$ cat src/rtl/zpw_pkg.sv
`timescale 1ns/1ps
// Shared types for the zero-page window sequencer.
package zpw_pkg;
    // Sequencer steps, in the order a window access walks through them.
    typedef enum logic [2:0] {
        ST_IDLE   = 3'd0,
        ST_START  = 3'd1,
        ST_HOLD_A = 3'd2,
        ST_XFER   = 3'd3,
        ST_HOLD_D = 3'd4,
        ST_DONE   = 3'd5
    } seq_state_t;
endpackage

$ cat src/rtl/zpw_page_detect.sv
`timescale 1ns/1ps
// Page detector. It flags an address whose upper bits select the window page.
// Assumes: the address is stable for the whole cycle; the detector is purely combinational.
module zpw_page_detect #(
    parameter int ADDR_W      = 16,
    parameter int OFFS_W      = 8,
    parameter int WINDOW_PAGE = 0
) (
    input  logic [ADDR_W-1:0] addr,
    output logic              in_page
);
    localparam int PAGE_W = ADDR_W - OFFS_W;
    localparam logic [PAGE_W-1:0] PAGE_ID = WINDOW_PAGE[PAGE_W-1:0];

    // Compare the page-number field with the selected page.
    always_comb begin
        in_page = (addr[ADDR_W-1:OFFS_W] == PAGE_ID);
    end
endmodule

$ cat src/rtl/zpw_window_reg.sv
`timescale 1ns/1ps
// Window-enable register. An I/O write with the select address bit set loads it
// from the control data bit.
// Assumes: an I/O write holds its strobes for at least one clock edge; reset is synchronous.
module zpw_window_reg (
    input  logic clk,
    input  logic rst_n,
    input  logic io_req_n,
    input  logic io_wr_n,
    input  logic sel_bit,
    input  logic ctrl_bit,
    output logic win_en
);
    logic load;

    // Decode a window-control write.
    always_comb begin
        load = !io_req_n && !io_wr_n && sel_bit;
    end

    // Hold the window bit; it is cleared by reset.
    always_ff @(posedge clk) begin
        if (!rst_n)      win_en <= 1'b0;
        else if (load)   win_en <= ctrl_bit;
    end

    // a control write lands in the bit on the next cycle
    a_r2_window_load: assert property (@(posedge clk) disable iff (!rst_n)
        (!io_req_n && !io_wr_n && sel_bit) |=> (win_en == $past(ctrl_bit)));

    // any other cycle leaves the bit alone
    a_r3_window_hold: assert property (@(posedge clk) disable iff (!rst_n)
        !(!io_req_n && !io_wr_n && sel_bit) |=> $stable(win_en));
endmodule

$ cat src/rtl/zpw_seq_fsm.sv
`timescale 1ns/1ps
// Access sequencer for the multiplexed dual-port RAM port. It steps through an
// address phase, a data phase and a hold state. Its strobes are gated by the
// live request.
// Assumes: the request stays active while wait is asserted; strobes are active high here.
module zpw_seq_fsm
    import zpw_pkg::*;
(
    input  logic clk,
    input  logic rst_n,
    input  logic req,
    input  logic rd_n,
    input  logic wr_n,
    output logic ce,
    output logic aphase,
    output logic we,
    output logic oe,
    output logic wait_o,
    output logic stretch
);
    seq_state_t state, state_nx;

    // Choose the next step; any gap in the request returns to idle.
    always_comb begin
        state_nx = state;
        if (!req) begin
            state_nx = ST_IDLE;
        end else begin
            unique case (state)
                ST_IDLE:   state_nx = ST_START;
                ST_START:  state_nx = ST_HOLD_A;
                ST_HOLD_A: state_nx = ST_XFER;
                ST_XFER:   state_nx = ST_HOLD_D;
                ST_HOLD_D: state_nx = ST_DONE;
                ST_DONE:   state_nx = ST_DONE;
                default:   state_nx = ST_IDLE;
            endcase
        end
    end

    // Register the current step.
    always_ff @(posedge clk) begin
        if (!rst_n) state <= ST_IDLE;
        else        state <= state_nx;
    end

    // Decode the strobes of each step, gated by the live request.
    always_comb begin
        ce     = 1'b0;
        aphase = 1'b0;
        we     = 1'b0;
        oe     = 1'b0;
        wait_o = 1'b0;
        if (req) begin
            unique case (state)
                ST_START, ST_HOLD_A: begin
                    ce     = 1'b1;
                    aphase = 1'b1;
                    wait_o = 1'b1;
                end
                ST_XFER, ST_HOLD_D: begin
                    ce     = 1'b1;
                    wait_o = 1'b1;
                    we     = !wr_n;
                    oe     = !rd_n;
                end
                default: ;
            endcase
        end
    end

    // Stretch flag: the sequence is in progress or being held off.
    always_comb begin
        stretch = (state != ST_IDLE);
    end

    // a held request keeps the machine parked in the hold state
    a_r8_no_retrigger: assert property (@(posedge clk) disable iff (!rst_n)
        (state == ST_DONE && req) |=> (state == ST_DONE && stretch));

    // a dropped request always brings the machine back to idle
    a_r10_back_to_idle: assert property (@(posedge clk) disable iff (!rst_n)
        !req |=> (state == ST_IDLE));
endmodule

$ cat src/rtl/zp_window_seq.sv
`timescale 1ns/1ps
// Zero-page window sequencer top. It routes zero-page memory cycles to a
// multiplexed dual-port RAM while the window is enabled, blocks the system
// memory request for them and stretches them with coprocessor wait states.
// Assumes: all bus strobes are active low and synchronous to clk; reset is synchronous.
module zp_window_seq #(
    parameter int ADDR_W      = 16,
    parameter int DATA_W      = 8,
    parameter int OFFS_W      = 8,
    parameter int WINDOW_PAGE = 0,
    parameter int SEL_BIT     = 7,
    parameter int CTRL_BIT    = 0
) (
    input  logic              clk,
    input  logic              rst_n,
    input  logic [ADDR_W-1:0] cpu_addr,
    input  logic [DATA_W-1:0] cpu_data,
    input  logic              cpu_mreq_n,
    input  logic              cpu_iorq_n,
    input  logic              cpu_rd_n,
    input  logic              cpu_wr_n,
    output logic              sys_mreq_n,
    output logic              dp_ce_n,
    output logic              dp_aphase_n,
    output logic              dp_we_n,
    output logic              dp_oe_n,
    output logic              cpu_wait_n
);
    localparam int WAIT_LEN = 4;
    localparam int RUN_W    = $clog2(WAIT_LEN + 2);

    logic in_page, win_en, win_req;
    logic ce, aphase, we, oe, wait_o, stretch;
    logic unused_bus;

    // Bus bits the control decode does not look at.
    always_comb begin
        unused_bus = ^{cpu_addr, cpu_data, stretch};
    end

    zpw_page_detect #(
        .ADDR_W(ADDR_W), .OFFS_W(OFFS_W), .WINDOW_PAGE(WINDOW_PAGE)
    ) u_page (
        .addr    (cpu_addr),
        .in_page (in_page)
    );

    zpw_window_reg u_win (
        .clk      (clk),
        .rst_n    (rst_n),
        .io_req_n (cpu_iorq_n),
        .io_wr_n  (cpu_wr_n),
        .sel_bit  (cpu_addr[SEL_BIT]),
        .ctrl_bit (cpu_data[CTRL_BIT]),
        .win_en   (win_en)
    );

    // A memory cycle that the window takes over.
    always_comb begin
        win_req = !cpu_mreq_n && in_page && win_en;
    end

    zpw_seq_fsm u_fsm (
        .clk     (clk),
        .rst_n   (rst_n),
        .req     (win_req),
        .rd_n    (cpu_rd_n),
        .wr_n    (cpu_wr_n),
        .ce      (ce),
        .aphase  (aphase),
        .we      (we),
        .oe      (oe),
        .wait_o  (wait_o),
        .stretch (stretch)
    );

    // Drive the active-low pins and block the system request for window cycles.
    always_comb begin
        sys_mreq_n  = cpu_mreq_n || win_req;
        dp_ce_n     = !ce;
        dp_aphase_n = !aphase;
        dp_we_n     = !we;
        dp_oe_n     = !oe;
        cpu_wait_n  = !wait_o;
    end

    // Checker counter: length of the current run of wait cycles.
    logic [RUN_W-1:0] wait_run;
    always_ff @(posedge clk) begin
        if (!rst_n)           wait_run <= '0;
        else if (!cpu_wait_n) wait_run <= (wait_run == RUN_W'(WAIT_LEN + 1)) ? wait_run : wait_run + 1'b1;
        else                  wait_run <= '0;
    end

    // wait is never held for more than four clocks in a row
    a_r8_wait_bounded: assert property (@(posedge clk) disable iff (!rst_n)
        wait_run <= RUN_W'(WAIT_LEN));

    // chip enable opens with the address phase and no data strobe
    a_r6_address_first: assert property (@(posedge clk) disable iff (!rst_n)
        $fell(dp_ce_n) |-> (!dp_aphase_n && dp_we_n && dp_oe_n && !cpu_wait_n));

    // data strobes only appear after the address phase, under chip enable
    a_r7_strobe_in_data_phase: assert property (@(posedge clk) disable iff (!rst_n)
        (!dp_we_n || !dp_oe_n) |-> (dp_aphase_n && !dp_ce_n));

    // a port strobe never coexists with a passed-on system request
    a_r5_exclusive_target: assert property (@(posedge clk) disable iff (!rst_n)
        !dp_ce_n |-> sys_mreq_n);
endmodule

$ cat config.mk
export PLATFORM = sky130hd
export DESIGN_NAME = zp_window_seq
export DESIGN_NICKNAME = d
export VERILOG_FILES = /design/src/rtl/zpw_pkg.sv /design/src/rtl/zpw_page_detect.sv /design/src/rtl/zpw_window_reg.sv /design/src/rtl/zpw_seq_fsm.sv /design/src/rtl/zp_window_seq.sv
export SDC_FILE = /design/constraint.sdc
export NUM_CORES = 1
export LEC_CHECK = 0
export BUFFER_PORTS_ARGS = -buffer_cell sky130_fd_sc_hd__buf_2
export CORE_AREA = 2 2 39 41
export DETAILED_ROUTE_END_ITERATION = 7
export DIE_AREA = 0 0 41 43
export GPL_ROUTABILITY_DRIVEN = 0
export SYNTH_ARGS = -nofsm -noshare
export SYNTH_HDL_FRONTEND = slang
export SYNTH_SLANG_ARGS = --single-unit
$ cat constraint.sdc
create_clock -name clk -period 1.4 [get_ports clk]
set_input_delay 0.14 -clock clk [delete_from_list [all_inputs] [get_ports clk]]
set_output_delay 0.14 -clock clk [all_outputs]
set_load 0.01 [all_outputs]
## Yosys cells after proc, flatten, opt, wreduce, memory -nomap -nowiden

Index checks and enable logic that the tools add are counted.

| storage, ports and cells | value |
|---|---|
| input bits | 30 |
| bits in registers | 4 |
| word-level logic and storage cells | 36 |
| output and inout bits | 6 |

| operators by class | value |
|---|---|
| reduce and logical (&&, ||, !) cells | 20 |
| equal/unequal tests | 5 |
| muxes and demuxes | 9 |

Operator list:

| cell | count |
|---|---|
| $pmux W3 S5 | 1 |
| $logic_not A1 Y1 | 8 |
| $logic_not A8 Y1 | 1 |
| $mux W1 | 8 |
| $eq A3 B2 Y1 const B | 2 |
| $eq A3 B3 Y1 const B | 2 |
| $reduce_or A2 Y1 | 3 |
| $logic_and A1 B1 Y1 | 4 |
| $reduce_or A4 Y1 | 1 |
| $eq A3 B1 Y1 const B | 1 |
| $logic_not A3 Y1 | 1 |
| $reduce_and A2 Y1 | 1 |
| $logic_or A1 B1 Y1 | 1 |

## Longest topological paths before layout

| logic depth | value |
|---|---|
| depth after elaboration | 5 |
| gate-level depth with buffers | 4 |
| gate-level depth less buffers | 3 |

## Cells and area by module

Synthesis repeated with hierarchy kept, for this count alone.

| unflattened totals | value |
|---|---|
| cells, all modules | 36 |
| area, all modules | 277.8 sq um |

Modules (own cells, without submodules):

| module | cells an instance | area each (sq um) | seq. area each (sq um) | times used |
|---|---|---|---|---|
| zpw_seq_fsm | 21 | 172.7 | 60.1 | 1 |
| zpw_window_reg | 5 | 50.0 | 20.0 | 1 |
| zp_window_seq | 7 | 36.3 | 0.0 | 1 |
| zpw_page_detect | 3 | 18.8 | 0.0 | 1 |

## Worst setup path after synthesis

No wires, ideal clock.

| path | value |
|---|---|
| path kind | register to output |
| from | register u_win.win_en |
| to | output dp_ce_n |
| setup slack | -0.245 ns |
| buffers on the path | 1 |
| cell stages (with the launch flop) | 5 |
| arrival | 1.505 ns |
| required time | 1.260 ns |
| cell sequence | dfxtp_1 > or4b_4 > nor4_4 > o21ai_0 > buf_4 |

| on the way | value |
|---|---|
| word-level cells in the longest chain between the ends | 3 |

RTL lines:

| item | line | source |
|---|---|---|
| from (decl) | zpw_window_reg.sv:12 | `output logic win_en` |
| from (signal assigned) | zpw_window_reg.sv:24 | `else if (load) win_en <= ctrl_bit;` |
| $logic_and A1 B1 Y1 | zp_window_seq.sv:60 | `win_req = !cpu_mreq_n && in_page && win_en;` |
| $mux W1 | -- |  |
| $logic_not A1 Y1 | -- |  |
| to (decl) | zp_window_seq.sv:23 | `output logic dp_ce_n,` |

No other way between the ends.

## Worst setup path in the final report

| path | value |
|---|---|
| from | register u_win.win_en |
| to | output dp_we_n |

| on the way | value |
|---|---|
| word-level cells in the longest chain between the ends | 3 |

RTL lines:

| item | line | source |
|---|---|---|
| $logic_and A1 B1 Y1 | zp_window_seq.sv:60 |  |
| $mux W1 | zpw_seq_fsm.sv:54 | `if (req) begin` |
| $logic_not A1 Y1 | zp_window_seq.sv:82 | `dp_we_n = !we;` |
| to (decl) | zp_window_seq.sv:25 | `output logic dp_we_n,` |

No other way between the ends.

==> results.md <==
* P_sw at 0.0000581 W
* GRT Util Overall at 8.34%
* Mapped Area at 262 sq um
* WHS Path Cells at 3
* Grt ovf at 0
* Number of global-route vias before repair at 257
* Number of diodes at 0
* R2R cell count at 4
* Crit path kind: register to output pin
* Int Power at 0.000234 W
* Die X at 41 microns
* Pwr Density at 673 nW/um^2
* Async SR Flop Fraction at 0%
* First-pass GRT wire length at 945 microns
* Register area share after synthesis at 30.6%
* Sink Count at 4
* DIE AREA at 1760 sq um
* Count of input and output buffers at 21
* Outcome: complete, but fails checks
* Top cell type's share of synthesized area at 30.6%
* # H-tree levels at 1
* Commonest cells in the netlist: 4 x dfxtp_1, 4 x nor2_1, 3 x and3_2, 3 x o21ai_0
* DRT iter0 DRCs at 7
* Final hold vios at 0
* Wire per inst at 9.06 microns
* Critical path capture point type: output pin
* FF-to-FF Start: u_win.win_en$_SDFFE_PN0P_
* Die Y at 43 microns
* Leak at 0.182 nW
* Vias per cell at 4.10
* # setup viols final at 9
* Clock root buffer: clkbuf_4
* Final wirelength at 634 microns
* Max cap viols at 0
* WHS Endpoint: u_win.win_en$_SDFFE_PN0P_
* Syn Area/Cell at 9.02 sq um
* Hold WC Path Type: input port to register
* Worst EP required at 1260 ps
* Clk pin slew, worst setup/hold paths at 40 ps
* Combinational power share at 11.9%
* Starting Density at 18.9%
* FILL cells at 146
* EDFF count, synth at 0
* Syn Nets at 59
* Mapped Cells at 29
* Cts bufs inserted at 3
* CP Launch Type: register
* Pre-CTS worst setup slack at -310 ps
* Synth Warn # at 0
* CTS Buffer Depth at 2
* Layout Skew at 0.792 ps
* CTS tree: built
* Sequential power share at 39.7%
* Row count at 14
* Final setup margin at -519 ps
* Layout cells sized above 1 at 61.1%
* Maximum VDD drop at 313 uV
* Hold Startpoint: cpu_data[0]
* 1st-pass router iterations at 4
* Drc violations at 0
* Cell variety after synth at 17
* Worst slew pin tran at 246 ps
* Switching Share at 19.9%
* Top cells by area, synth: dfxtp_1 31%, and3_2 8.6%, nor4_4 8.1%
* Ys flop type: dfxtp_1
* Area leader, netlist: dfxtp_1
* Clock share of power at 48.4%
* Failing checks: setup timing
* Max-Slew Margin vs Limit at 83.4%
* Final cycle utilization of the critical path at 137%
* Final Slew Violations at 0
* Fmax at 521 MHz
* Core area at 1380 sq um
* Reg2Reg Setup Slack at -30 ps
* Largest net degree at the start of global routing at 7
* R2r endpoint: u_fsm.state[1]$_SDFF_PN0_
* Layout net count at 86
* Flop and latch count out of synthesis at 4
* Via count at 287
* Top Ports at 36
* Antenna violations before repair at 0
* Routed Antenna Nets at 0
* Total negative setup slack at -2460 ps
* RSZ-0062 raised after global routing: yes
* Clock latency on the worst-skew pair at 230 ps
* Worst-path maximum fanout at 4
* Area growth, synth to finish at 66.0%
* Worst EP arrival at 1780 ps
* Hpwl dp at 531 microns
* Period minus WS final at 1920 ps
[cell families after synthesis]
kind of cell | count (synthesis) | synth area share [%]
DFF | 4 | 30.6
muxes | 1 | 3.83
AOI/OAI and AO/OA | 4 | 9.09
and+or+nand+nor | 18 | 50.2
xor gates and xnor gates | 1 | 3.35
buffers and inverters | 1 | 2.87
[through the flow]
stage	hold slack (ps)	std cells	utilization, %	total power, W	instance area [sq um]
floorplan	268	29	-	0.000125	262
global placement	392	67	28.5	0.000149	394
detailed placement	402	67	28.5	0.000149	394
CTS	168	70	31.4	0.000301	434
global route	179	70	31.4	0.000308	434
finish	170	70	31.4	0.000292	434
[cell usage in the layout (no fill, tap or decap)]
| master | instances |
|---|---|
| nor4_4 | 1 |
| nor2_1 | 4 |
| and3_4 | 2 |
| o22a_1 | 1 |
| nand2b_1 | 1 |
| or3b_1 | 2 |
| o21ai_1 | 1 |
| or2_4 | 1 |
| dfxtp_1 | 3 |
| xnor2_1 | 1 |
| o21ai_0 | 2 |
| clkbuf_4 | 3 |
| buf_4 | 2 |
| dfxtp_2 | 1 |
| or4b_4 | 1 |
| nand2_1 | 2 |
| buf_2 | 20 |
| mux2i_1 | 1 |
| and3_2 | 1 |
| or4_1 | 1 |
| buf_6 | 1 |
| nor2b_1 | 1 |
| nor3b_1 | 1 |
[power by group through the flow]
stage | Clock (W) | Combinational, W | Sequential (W)
global placement | 0 | 0.0000310 | 0.000118
CTS | 0.000150 | 0.0000349 | 0.000116
finish | 0.000141 | 0.0000348 | 0.000116
floorplan | 0 | 0.00000743 | 0.000118
detailed placement | 0 | 0.0000315 | 0.000118
global route | 0.000154 | 0.0000378 | 0.000116
[worst max-delay path, cell delays in order (launching register included)]
cell and delay, ps:
dfxtp_2 310, or4b_4 460, nor4_4 260, or3b_1 370, buf_2 140
[layout make-up]
class,instances,area (sq um),share of cell area (%)
Sequential cell,4,81.3,18.7
Multi-Input combinational cell,24,184,42.4
Timing Repair Buffer,23,126,29.1
Tap cell,16,20.0,4.61
Clock buffer,3,22.5,5.19
[sequential cells by signal (all words and copies together) (netlist names)]
| register | cells |
|---|---|
| u_win.win_en | 1 |
| u_fsm.state | 3 |
[routing by layer]
layer  wire, microns  track usage (%)
met5               0                0
met4               0             10.0
met3              36             1.57
met2             311             11.9
met1             285             8.71
[worst max path at each step]
stage | from | to | slack, ps | cells past startpoint
after global routing | u_win.win_en$_SDFFE_PN0P_ | dp_we_n | -560 | 4
after detailed placement | cpu_mreq_n | dp_we_n | -310 | 5
after CTS | u_win.win_en$_SDFFE_PN0P_ | dp_we_n | -540 | 4
after floorplan | u_win.win_en$_SDFFE_PN0P_ | dp_oe_n | -230 | 3
after global placement | cpu_mreq_n | dp_we_n | -290 | 5
final | u_win.win_en$_SDFFE_PN0P_ | dp_we_n | -520 | 4
[what timing repair did]
| item | in CTS | in global routing |
|---|---|---|
| setup endpoints to repair | 9 | 9 |
| resized for setup | 5 | 0 |
| pin swaps | 2 | 0 |
| hold buffers | 0 | 0 |
| setup buffers | 1 | 0 |
Note: power is estimated with default switching activity, not from simulation.
